$ cat config.mk
export PLATFORM = sky130hd
export DESIGN_NAME = active_prio_tracker
export DESIGN_NICKNAME = d
export VERILOG_FILES = /design/src/rtl/apt_pkg.sv /design/src/rtl/apt_group_pick.sv /design/src/rtl/apt_ctrl.sv /design/src/rtl/apt_data.sv /design/src/rtl/active_prio_tracker.sv
export SDC_FILE = /design/constraint.sdc
export NUM_CORES = 2
export LEC_CHECK = 0
export BUFFER_PORTS_ARGS = -buffer_cell sky130_fd_sc_hd__clkbuf_2
export CAP_MARGIN = 10
export CORE_ASPECT_RATIO = 0.9
export CORE_MARGIN = 1
export CORE_UTILIZATION = 53
export CTS_CLUSTER_DIAMETER = 200
export DETAILED_ROUTE_END_ITERATION = 6
export HOLD_SLACK_MARGIN = 0.02
export PLACE_DENSITY = 0.83
export SYNTH_ARGS = -nofsm -noshare
export SYNTH_HDL_FRONTEND = slang
export SYNTH_SLANG_ARGS = --single-unit
$ cat constraint.sdc
create_clock -name clk -period 8.1 [get_ports clk]
set_clock_uncertainty 0.1 [all_clocks]
set_input_delay 0.405 -clock clk [delete_from_list [all_inputs] [get_ports clk]]
set_output_delay 0.405 -clock clk [all_outputs]
set_load 0.01 [all_outputs]
$ cat src/rtl/apt_pkg.sv
package apt_pkg;
  typedef enum logic [1:0] {
    GRP_G0   = 2'd0,
    GRP_G1S  = 2'd1,
    GRP_G1NS = 2'd2,
    GRP_NONE = 2'd3
  } grpE;

  typedef struct packed {
    logic ackSet;
    grpE  ackGrp;
    logic dropEn;
    grpE  dropGrp;
  } aptStrobeS;
endpackage

$ cat src/rtl/apt_group_pick.sv
module apt_group_pick
  import apt_pkg::*;
#(
  parameter int WORD_W    = 32,
  parameter int NUM_WORDS = 4
) (
  input  logic [NUM_WORDS*WORD_W-1:0] mapG0,
  input  logic [NUM_WORDS*WORD_W-1:0] mapG1s,
  input  logic [NUM_WORDS*WORD_W-1:0] mapG1ns,
  output logic                        found,
  output grpE                         winGrp
);
  localparam int CW = $clog2(WORD_W) + 1;

  function automatic logic [CW-1:0] ctzWord(input logic [WORD_W-1:0] v);
    ctzWord = CW'(WORD_W);
    for (int b = WORD_W - 1; b >= 0; b--) begin
      if (v[b]) ctzWord = CW'(b);
    end
  endfunction

  logic [CW-1:0] c0, c1, cN;

  always_comb begin
    found  = 1'b0;
    winGrp = GRP_NONE;
    c0 = '0;
    c1 = '0;
    cN = '0;
    for (int w = 0; w < NUM_WORDS; w++) begin
      if (!found) begin
        c0 = ctzWord(mapG0[w*WORD_W +: WORD_W]);
        c1 = ctzWord(mapG1s[w*WORD_W +: WORD_W]);
        cN = ctzWord(mapG1ns[w*WORD_W +: WORD_W]);
        if (cN < c0 && cN < c1) begin
          found  = 1'b1;
          winGrp = GRP_G1NS;
        end else if (c1 < c0) begin
          found  = 1'b1;
          winGrp = GRP_G1S;
        end else if (c0 < CW'(WORD_W)) begin
          found  = 1'b1;
          winGrp = GRP_G0;
        end
      end
    end
  end
endmodule

$ cat src/rtl/apt_ctrl.sv
module apt_ctrl
  import apt_pkg::*;
#(
  parameter int WORD_W    = 32,
  parameter int NUM_WORDS = 4,
  parameter int ID_W      = 24
) (
  input  logic                          clk,
  input  logic                          rst_n,
  input  logic                          ackValid,
  input  logic [1:0]                    ackGroup,
  input  logic                          eoiValid,
  input  logic [ID_W-1:0]               eoiId,
  input  logic [1:0]                    eoiGroup,
  input  logic                          eoiSplit,
  input  logic [ID_W:0]                 numIds,
  input  logic [3*NUM_WORDS*WORD_W-1:0] mapAck,
  output aptStrobeS                     strb,
  output logic                          deactValid,
  output logic [ID_W-1:0]               deactId
);
  localparam int MAP_BITS = NUM_WORDS * WORD_W;

  logic idOk;
  logic found;
  grpE  winGrp;
  logic accept;

  apt_group_pick #(.WORD_W(WORD_W), .NUM_WORDS(NUM_WORDS)) uPick (
    .mapG0  (mapAck[0*MAP_BITS +: MAP_BITS]),
    .mapG1s (mapAck[1*MAP_BITS +: MAP_BITS]),
    .mapG1ns(mapAck[2*MAP_BITS +: MAP_BITS]),
    .found  (found),
    .winGrp (winGrp)
  );

  assign idOk   = {1'b0, eoiId} < numIds;
  assign accept = eoiValid && idOk && found && (grpE'(eoiGroup) == winGrp);

  always_comb begin
    strb.ackSet  = ackValid && (ackGroup != 2'd3);
    strb.ackGrp  = grpE'(ackGroup);
    strb.dropEn  = accept;
    strb.dropGrp = winGrp;
  end

  always_ff @(posedge clk) begin
    if (!rst_n) begin
      deactValid <= 1'b0;
      deactId    <= '0;
    end else begin
      deactValid <= accept && !eoiSplit;
      deactId    <= (accept && !eoiSplit) ? eoiId : '0;
    end
  end

  // a deactivate request only follows an unsplit end-of-interrupt
  assert_deact_src_R7: assert property (@(posedge clk) disable iff (!rst_n)
    deactValid |-> $past(eoiValid && !eoiSplit && idOk));
  // the request carries the ID of that write
  assert_deact_id_R7: assert property (@(posedge clk) disable iff (!rst_n)
    deactValid |-> deactId == $past(eoiId));
endmodule

$ cat src/rtl/apt_data.sv
module apt_data
  import apt_pkg::*;
#(
  parameter int PRIO_W = 8,
  parameter int WORD_W = 32
) (
  input  logic                           clk,
  input  logic                           rst_n,
  input  aptStrobeS                      strb,
  input  logic [PRIO_W-1:0]              ackPrio,
  input  logic [PRIO_W-1:0]              ackMask,
  input  logic                           nsReader,
  output logic [3*(2**(PRIO_W-1))-1:0]   mapAck,
  output logic [3*(2**(PRIO_W-1))-1:0]   mapQ,
  output logic [PRIO_W-1:0]              runPrio,
  output logic [PRIO_W-1:0]              readPrio
);
  localparam int MAP_BITS  = 2 ** (PRIO_W - 1);
  localparam int NUM_WORDS = MAP_BITS / WORD_W;
  localparam int IDX_W     = PRIO_W - 1;

  logic [PRIO_W-1:0]     maskedPrio;
  logic [IDX_W-1:0]      ackIdx;
  logic [3*MAP_BITS-1:0] mapNext;
  logic [MAP_BITS-1:0]   allOr;
  logic [IDX_W-1:0]      lowIdx;
  logic                  anyActive;

  assign maskedPrio = ackPrio & ackMask;
  assign ackIdx     = maskedPrio[PRIO_W-1:1];

  always_comb begin
    mapAck = mapQ;
    if (strb.ackSet) mapAck[int'(strb.ackGrp)*MAP_BITS + int'(ackIdx)] = 1'b1;
  end

  always_comb begin
    logic done;
    logic [WORD_W-1:0] w;
    mapNext = mapAck;
    done = 1'b0;
    w = '0;
    if (strb.dropEn) begin
      for (int k = 0; k < NUM_WORDS; k++) begin
        w = mapAck[int'(strb.dropGrp)*MAP_BITS + k*WORD_W +: WORD_W];
        if (!done && w != '0) begin
          mapNext[int'(strb.dropGrp)*MAP_BITS + k*WORD_W +: WORD_W] = w & (w - 1'b1);
          done = 1'b1;
        end
      end
    end
  end

  always_ff @(posedge clk) begin
    if (!rst_n) mapQ <= '0;
    else        mapQ <= mapNext;
  end

  assign allOr = mapQ[0 +: MAP_BITS] | mapQ[MAP_BITS +: MAP_BITS] | mapQ[2*MAP_BITS +: MAP_BITS];

  always_comb begin
    lowIdx    = '0;
    anyActive = 1'b0;
    for (int i = MAP_BITS - 1; i >= 0; i--) begin
      if (allOr[i]) begin
        lowIdx    = IDX_W'(i);
        anyActive = 1'b1;
      end
    end
  end

  assign runPrio  = anyActive ? {lowIdx, 1'b0} : '1;
  assign readPrio = !nsReader ? runPrio :
                    (runPrio[PRIO_W-1] ? '0 : (runPrio << 1));

  // with neither a set nor a drop, the bitmaps hold
  assert_hold_R5: assert property (@(posedge clk) disable iff (!rst_n)
    (!strb.ackSet && !strb.dropEn) |=> $stable(mapQ));
  // a lone drop removes exactly one active bit
  assert_drop_one_R3: assert property (@(posedge clk) disable iff (!rst_n)
    (strb.dropEn && !strb.ackSet) |=> $countones(mapQ) == $past($countones(mapQ)) - 1);
  // empty bitmaps read as idle
  assert_idle_prio_R8: assert property (@(posedge clk) disable iff (!rst_n)
    (mapQ == '0) |-> runPrio == '1);
  // the secure half of the range is hidden from non-secure readers
  assert_ns_hide_R9: assert property (@(posedge clk) disable iff (!rst_n)
    (nsReader && runPrio[PRIO_W-1]) |-> readPrio == '0);
endmodule

$ cat src/rtl/active_prio_tracker.sv
module active_prio_tracker
  import apt_pkg::*;
#(
  parameter int PRIO_W = 8,
  parameter int WORD_W = 32,
  parameter int ID_W   = 24
) (
  input  logic                         clk,
  input  logic                         rst_n,
  input  logic                         ackValid,
  input  logic [1:0]                   ackGroup,
  input  logic [PRIO_W-1:0]            ackPrio,
  input  logic [PRIO_W-1:0]            ackMask,
  input  logic                         eoiValid,
  input  logic [ID_W-1:0]              eoiId,
  input  logic [1:0]                   eoiGroup,
  input  logic                         eoiSplit,
  input  logic [ID_W:0]                numIds,
  input  logic                         nsReader,
  output logic                         deactValid,
  output logic [ID_W-1:0]              deactId,
  output logic [PRIO_W-1:0]            runPrio,
  output logic [PRIO_W-1:0]            readPrio,
  output logic [3*(2**(PRIO_W-1))-1:0] activeMap
);
  localparam int MAP_BITS  = 2 ** (PRIO_W - 1);
  localparam int NUM_WORDS = MAP_BITS / WORD_W;

  aptStrobeS             strb;
  logic [3*MAP_BITS-1:0] mapAck;

  apt_ctrl #(.WORD_W(WORD_W), .NUM_WORDS(NUM_WORDS), .ID_W(ID_W)) uCtrl (
    .clk(clk), .rst_n(rst_n),
    .ackValid(ackValid), .ackGroup(ackGroup),
    .eoiValid(eoiValid), .eoiId(eoiId), .eoiGroup(eoiGroup), .eoiSplit(eoiSplit),
    .numIds(numIds), .mapAck(mapAck), .strb(strb),
    .deactValid(deactValid), .deactId(deactId)
  );

  apt_data #(.PRIO_W(PRIO_W), .WORD_W(WORD_W)) uData (
    .clk(clk), .rst_n(rst_n), .strb(strb),
    .ackPrio(ackPrio), .ackMask(ackMask), .nsReader(nsReader),
    .mapAck(mapAck), .mapQ(activeMap), .runPrio(runPrio), .readPrio(readPrio)
  );
endmodule

==> summary.txt, run 1 <==
Initial Util - 53.6%
Die Y - 236 um
I/O pin total - 500
Most used DFF post-synth - dfxtp_1
Synth cell types - 104
chip width - 261 um
CTS H-tree depth - 2
Overall Global Routing Usage - 77.9%
final weighted congestion in routability-driven placement - 1.33
Yosys top cell by area - dfxtp_1
Synth Warn # - 0
syn nets - 4615
sequential element share of the synthesized area - 25.5%
Clock Tree Root - clkbuf_16
status - stopped before the end
detailed placer's ending HPWL - 149000 um
synthesized area - 32100 sq um
Syn Area/Cell - 7.21 sq um
last stage reached - global routing (5_1_grt)
clock sink count - 409
pre-CTS WS - -615 ps
maximum clock path buffer count - 3
pin count of the biggest net entering global routing - 79
top cells by area, synth - dfxtp_1 (26%), nand2_1 (5.9%), a21oi_1 (5.6%)
PortBufs - 497
#FFs+latches synth - 409
Syn Inst Count - 4454
Rows - 85
Synth top area share - 25.5%
Post-synth EDFFs - 0
error msg - [ERROR GRT-0232] Routing congestion too high. Check the congestion heatmap in the GUI.
FFs w/ async S/R, synth - 0%
total grt overflow - 125
TritonCTS Buffers - 45
## per-stage QoR
step | cells | cell area, sq um | hold slack (ps) | utilization, %
floorplan | 4454 | 32100 | 427 | -
global placement | 6520 | 43200 | 514 | 72.2
detailed placement | 6520 | 43200 | 529 | 72.2
CTS | 6623 | 45000 | 117 | 75.1
## per-layer routing
metal  global-route usage (%)  GRT overflow
met5                     53.7             2
met4                     70.6            55
met3                     73.2            10
met2                     86.1            54
met1                     78.9             4
## cells by family after synthesis
group / Yosys count / synth area share (%)
buffers and inverters: 387 / 5.19
AOI/OAI and AO/OA: 1623 / 34.1
muxes: 72 / 2.34
and+or+nand+nor: 1874 / 29.5
xor gates and xnor gates: 3 / 0.0818
adders and majority gates: 86 / 3.35
DFF: 409 / 25.5
## Yosys cell counts (21+ instances only)
cell type,instances
a211oi_1,118
a21boi_0,21
a21o_1,101
a21oi_1,357
a311oi_1,21
a31o_2,53
a31oi_1,177
and2_1,82
and3_1,64
buf_1,27
buf_2,93
clkbuf_1,158
dfxtp_1,409
ha_1,86
inv_1,86
mux2_2,22
mux2i_1,48
nand2_1,507
nand2b_1,56
nand3_1,193
nand4_1,119
nor2_1,348
nor2b_1,32
nor3_1,216
nor4_1,68
o211ai_1,66
o21a_1,62
o21ai_0,165
o21ai_1,21
o22ai_1,128
o31ai_1,83
or2_2,32
or3_1,47
## timing repair
action,CTS
pin swaps,3
buffers inserted,1
gates resized for setup,14
hold endpoints to repair,24
setup endpoints to repair,81
hold buffers,24
==> run 2: changes to the inputs <==
--- a/config.mk
+++ b/config.mk
@@ -7,13 +7,10 @@
 export LEC_CHECK = 0
 export BUFFER_PORTS_ARGS = -buffer_cell sky130_fd_sc_hd__clkbuf_2
 export CAP_MARGIN = 10
-export CORE_ASPECT_RATIO = 0.9
 export CORE_MARGIN = 1
-export CORE_UTILIZATION = 53
-export CTS_CLUSTER_DIAMETER = 200
+export CORE_UTILIZATION = 40
 export DETAILED_ROUTE_END_ITERATION = 6
-export HOLD_SLACK_MARGIN = 0.02
-export PLACE_DENSITY = 0.83
+export PLACE_DENSITY_LB_ADDON = 0.15
 export SYNTH_ARGS = -nofsm -noshare
 export SYNTH_HDL_FRONTEND = slang
 export SYNTH_SLANG_ARGS = --single-unit
==> constraint.sdc (replaced) <==
create_clock -name clk -period 10.5 [get_ports clk]
set_clock_uncertainty 0.1 [all_clocks]
set_input_delay 0.525 -clock clk [delete_from_list [all_inputs] [get_ports clk]]
set_output_delay 0.525 -clock clk [all_outputs]
set_load 0.01 [all_outputs]
==> run 2 against run 1 <==
Net effect:
- the flow now finishes, with violations (DRC)
- synthesized cell count unchanged
- area after synthesis unchanged
==> summary.txt, run 2 <==
status - complete, but fails checks
failing checks - DRC
latest clock arrival within the worst-skew pair - 660 ps
RSZ-0062 raised after global routing - false
post-route ant nets - 0
total grt overflow - 0
share of layout cells above drive strength 1 - 25.7%
worst path required time - 10980 ps
setup_tns - 0 ps
Max FO, Critical Path - 8
drt first pass iters - 7
commonest cells in the synthesized netlist - nand2_1 (507), dfxtp_1 (409), a21oi_1 (357)
GR Util met1 - 62.9%
Critical Path Source Type - primary input
Die Y - 285 um (+21%)
chip width - 285 um (+9.1%)
Core Region - 79300 sq um
syn nets - 4615 (unchanged)
Layout Nets - 5462
Post-synth EDFFs - 0 (unchanged)
Clock Tree Root - clkbuf_16
Syn Inst Count - 4454 (unchanged)
max-cap violation count - 0
DR DRC count - 17
CTS tree - done
Worst Hold Depth - 2
pin count of the biggest net entering global routing - 72
final weighted congestion in routability-driven placement - 1.12 (-16%)
area grow syn2layout - 30.4%
maximum clock path buffer count - 3 (unchanged)
CTS H-tree depth - 2 (unchanged)
sequential element share of the synthesized area - 25.5% (unchanged)
postcts setup bufs - 0 (-1)
vias in the first global route - 41700
power density over cell area - 165 nW/um^2
met3 usage - 17.1%
Synth top area share - 25.5% (unchanged)
PortBufs - 497 (unchanged)
GR Layer Usage met2 - 74.2%
hold_buf cts - 21 (-13%)
most frequent cells in the layout - buf_4 (526), nand2_1 (507), clkbuf_2 (496)
drt total wl - 218000 um
gr busiest metal - met2
R2R depth - 35
Most used DFF post-synth - dfxtp_1
crit path capture type - flip-flop
Worst-path clk slew - 60 ps
endpoints failing hold - 0
post-route clock period utilization - 92.2%
I/O pin total - 500 (unchanged)
detailed placer's ending HPWL - 170000 um (+14%)
commonest non-fill, non-tap cell in the layout - buf_4
max-slew violation count - 0
first-pass GRT wire length - 304000 um
#FFs+latches synth - 409 (unchanged)
P_leak - 19.7 nW
FFs w/ async S/R, synth - 0% (unchanged)
Placed Area - 39800 sq um (-7.9%)
clock sink count - 409 (unchanged)
post-route cell area - 41900 sq um
slowest cell delay on critical path - 770 ps
antenna violations before repair - 10
CP max stage cell - nor3_1
most frequent cell after synthesis - nand2_1
Overall Global Routing Usage - 51.0%
Biggest register - uData.mapQ
Critical Path AT - 10160 ps
max FFs per register - 384
critical path type - primary input to flip-flop
DIE AREA - 81400 sq um
Rows - 103 (+21%)
Rel. slew slack - 9.90%
Synth cell types - 104 (unchanged)
Synth Warn # - 0 (unchanged)
Fmax - 0.103 GHz
# resized after CTS - 0 (-14)
endpoints failing setup - 0
worst hold path type - primary input to flip-flop
minimum clock period after layout - 9680 ps
Max rail drop VDD - 0.148 mV
total number of vias - 45300
Vias/cell - 7.09
TritonCTS Buffers - 51 (+13%)
Syn Area/Cell - 7.21 sq um (unchanged)
Wirelength per Cell - 34.1 um
number of fill cells - 7937
initial drt markers - 6979
top cells by area, synth - dfxtp_1 (26%), nand2_1 (5.9%), a21oi_1 (5.6%)
final design utilization - 52.8%
Worst Tran Pin Value - 1340 ps
synthesized area - 32100 sq um (unchanged)
biggest regs - uData.mapQ (384), uCtrl.deactId (24), uCtrl.deactValid (1)
Yosys top cell by area - dfxtp_1
Initial Util - 40.5% (-13 points)
run 2: cell counts after synthesis:
No cell type changed its count.
run 2: metrics by stage:
step / std cells / hold slack (ps) / power, W / worst slack, ps
after CTS: 6390 / 4.37 / 0.00670 / 1270
after floorplan: 4454 / 473 / 0.00305 / 1610
after global routing: 6390 / 30.6 / 0.00699 / 601
after global placement: 6277 / 495 / 0.00473 / 676
after detailed placement: 6277 / 510 / 0.00473 / 655
final: 6396 / 3.72 / 0.00690 / 824
run 2: critical path, delay by kind of cell:
kind            cells  cell delay (ps)
fa+ha+maj           1              150
simple gates       14             4580
mux                 1              190
compound gates     16             3070
buf+inv             8             1600
run 2: worst paths after layout:
path / from / endpoint / slack, ps
hold / removal: eoiId[8] / uCtrl.deactId[8]$_SDFF_PN0_ / 4
setup / recovery: ackMask[1] / uData.mapQ[247]$_SDFF_PN0_ / 820
setup reg to reg: uData.mapQ[218]$_SDFF_PN0_ / uData.mapQ[247]$_SDFF_PN0_ / 1880
hold reg to reg: uData.mapQ[288]$_SDFF_PN0_ / uData.mapQ[288]$_SDFF_PN0_ / 550
run 2: routing by layer:
layer / wire (um) / up-vias
li1: - / 18800
met2: 88700 / 4031
met4: 18900 / 14
met1: 79400 / 21300
met5: 86 / -
met3: 31200 / 1098
run 2: layout make-up:
cell class	count	area (sq um)	share of cell area [%]
Multi-Input combinational cell	3658	22600	53.9
Sequential cell	409	8190	19.5
Inverter	88	338	0.807
Tap cell	1050	1310	3.14
Antenna cell	6	15.0	0.0358
Timing Repair Buffer	1093	7640	18.2
Clock buffer	66	1410	3.37
Clock inverter	26	407	0.971
run 2: logic make-up (layout without fill, tap and decap cells):
kind of cell,count (synthesis),in the layout,synth area share (%)
AO/OA/AOI/OAI,1623,1623,34.1
XOR/XNOR,3,3,0.0818
adder cells (fa/ha/maj),86,86,3.35
buffers and inverters,387,1273,5.19
flip-flops,409,409,25.5
multiplexers,72,72,2.34
other,0,6,0
AND/OR/NAND/NOR,1874,1874,29.5
run 2: report_power, final:
| group | switching, W | leakage (nW) | internal, W | total [W] |
|---|---|---|---|---|
| logic | 0.00224 | 15.5 | 0.00111 | 0.00335 |
| clock network | 0.000820 | 0.885 | 0.00117 | 0.00199 |
| registers | 0.00000399 | 3.29 | 0.00156 | 0.00156 |
| total | 0.00306 | 19.7 | 0.00384 | 0.00690 |
Note: power is estimated with default switching activity, not from simulation.
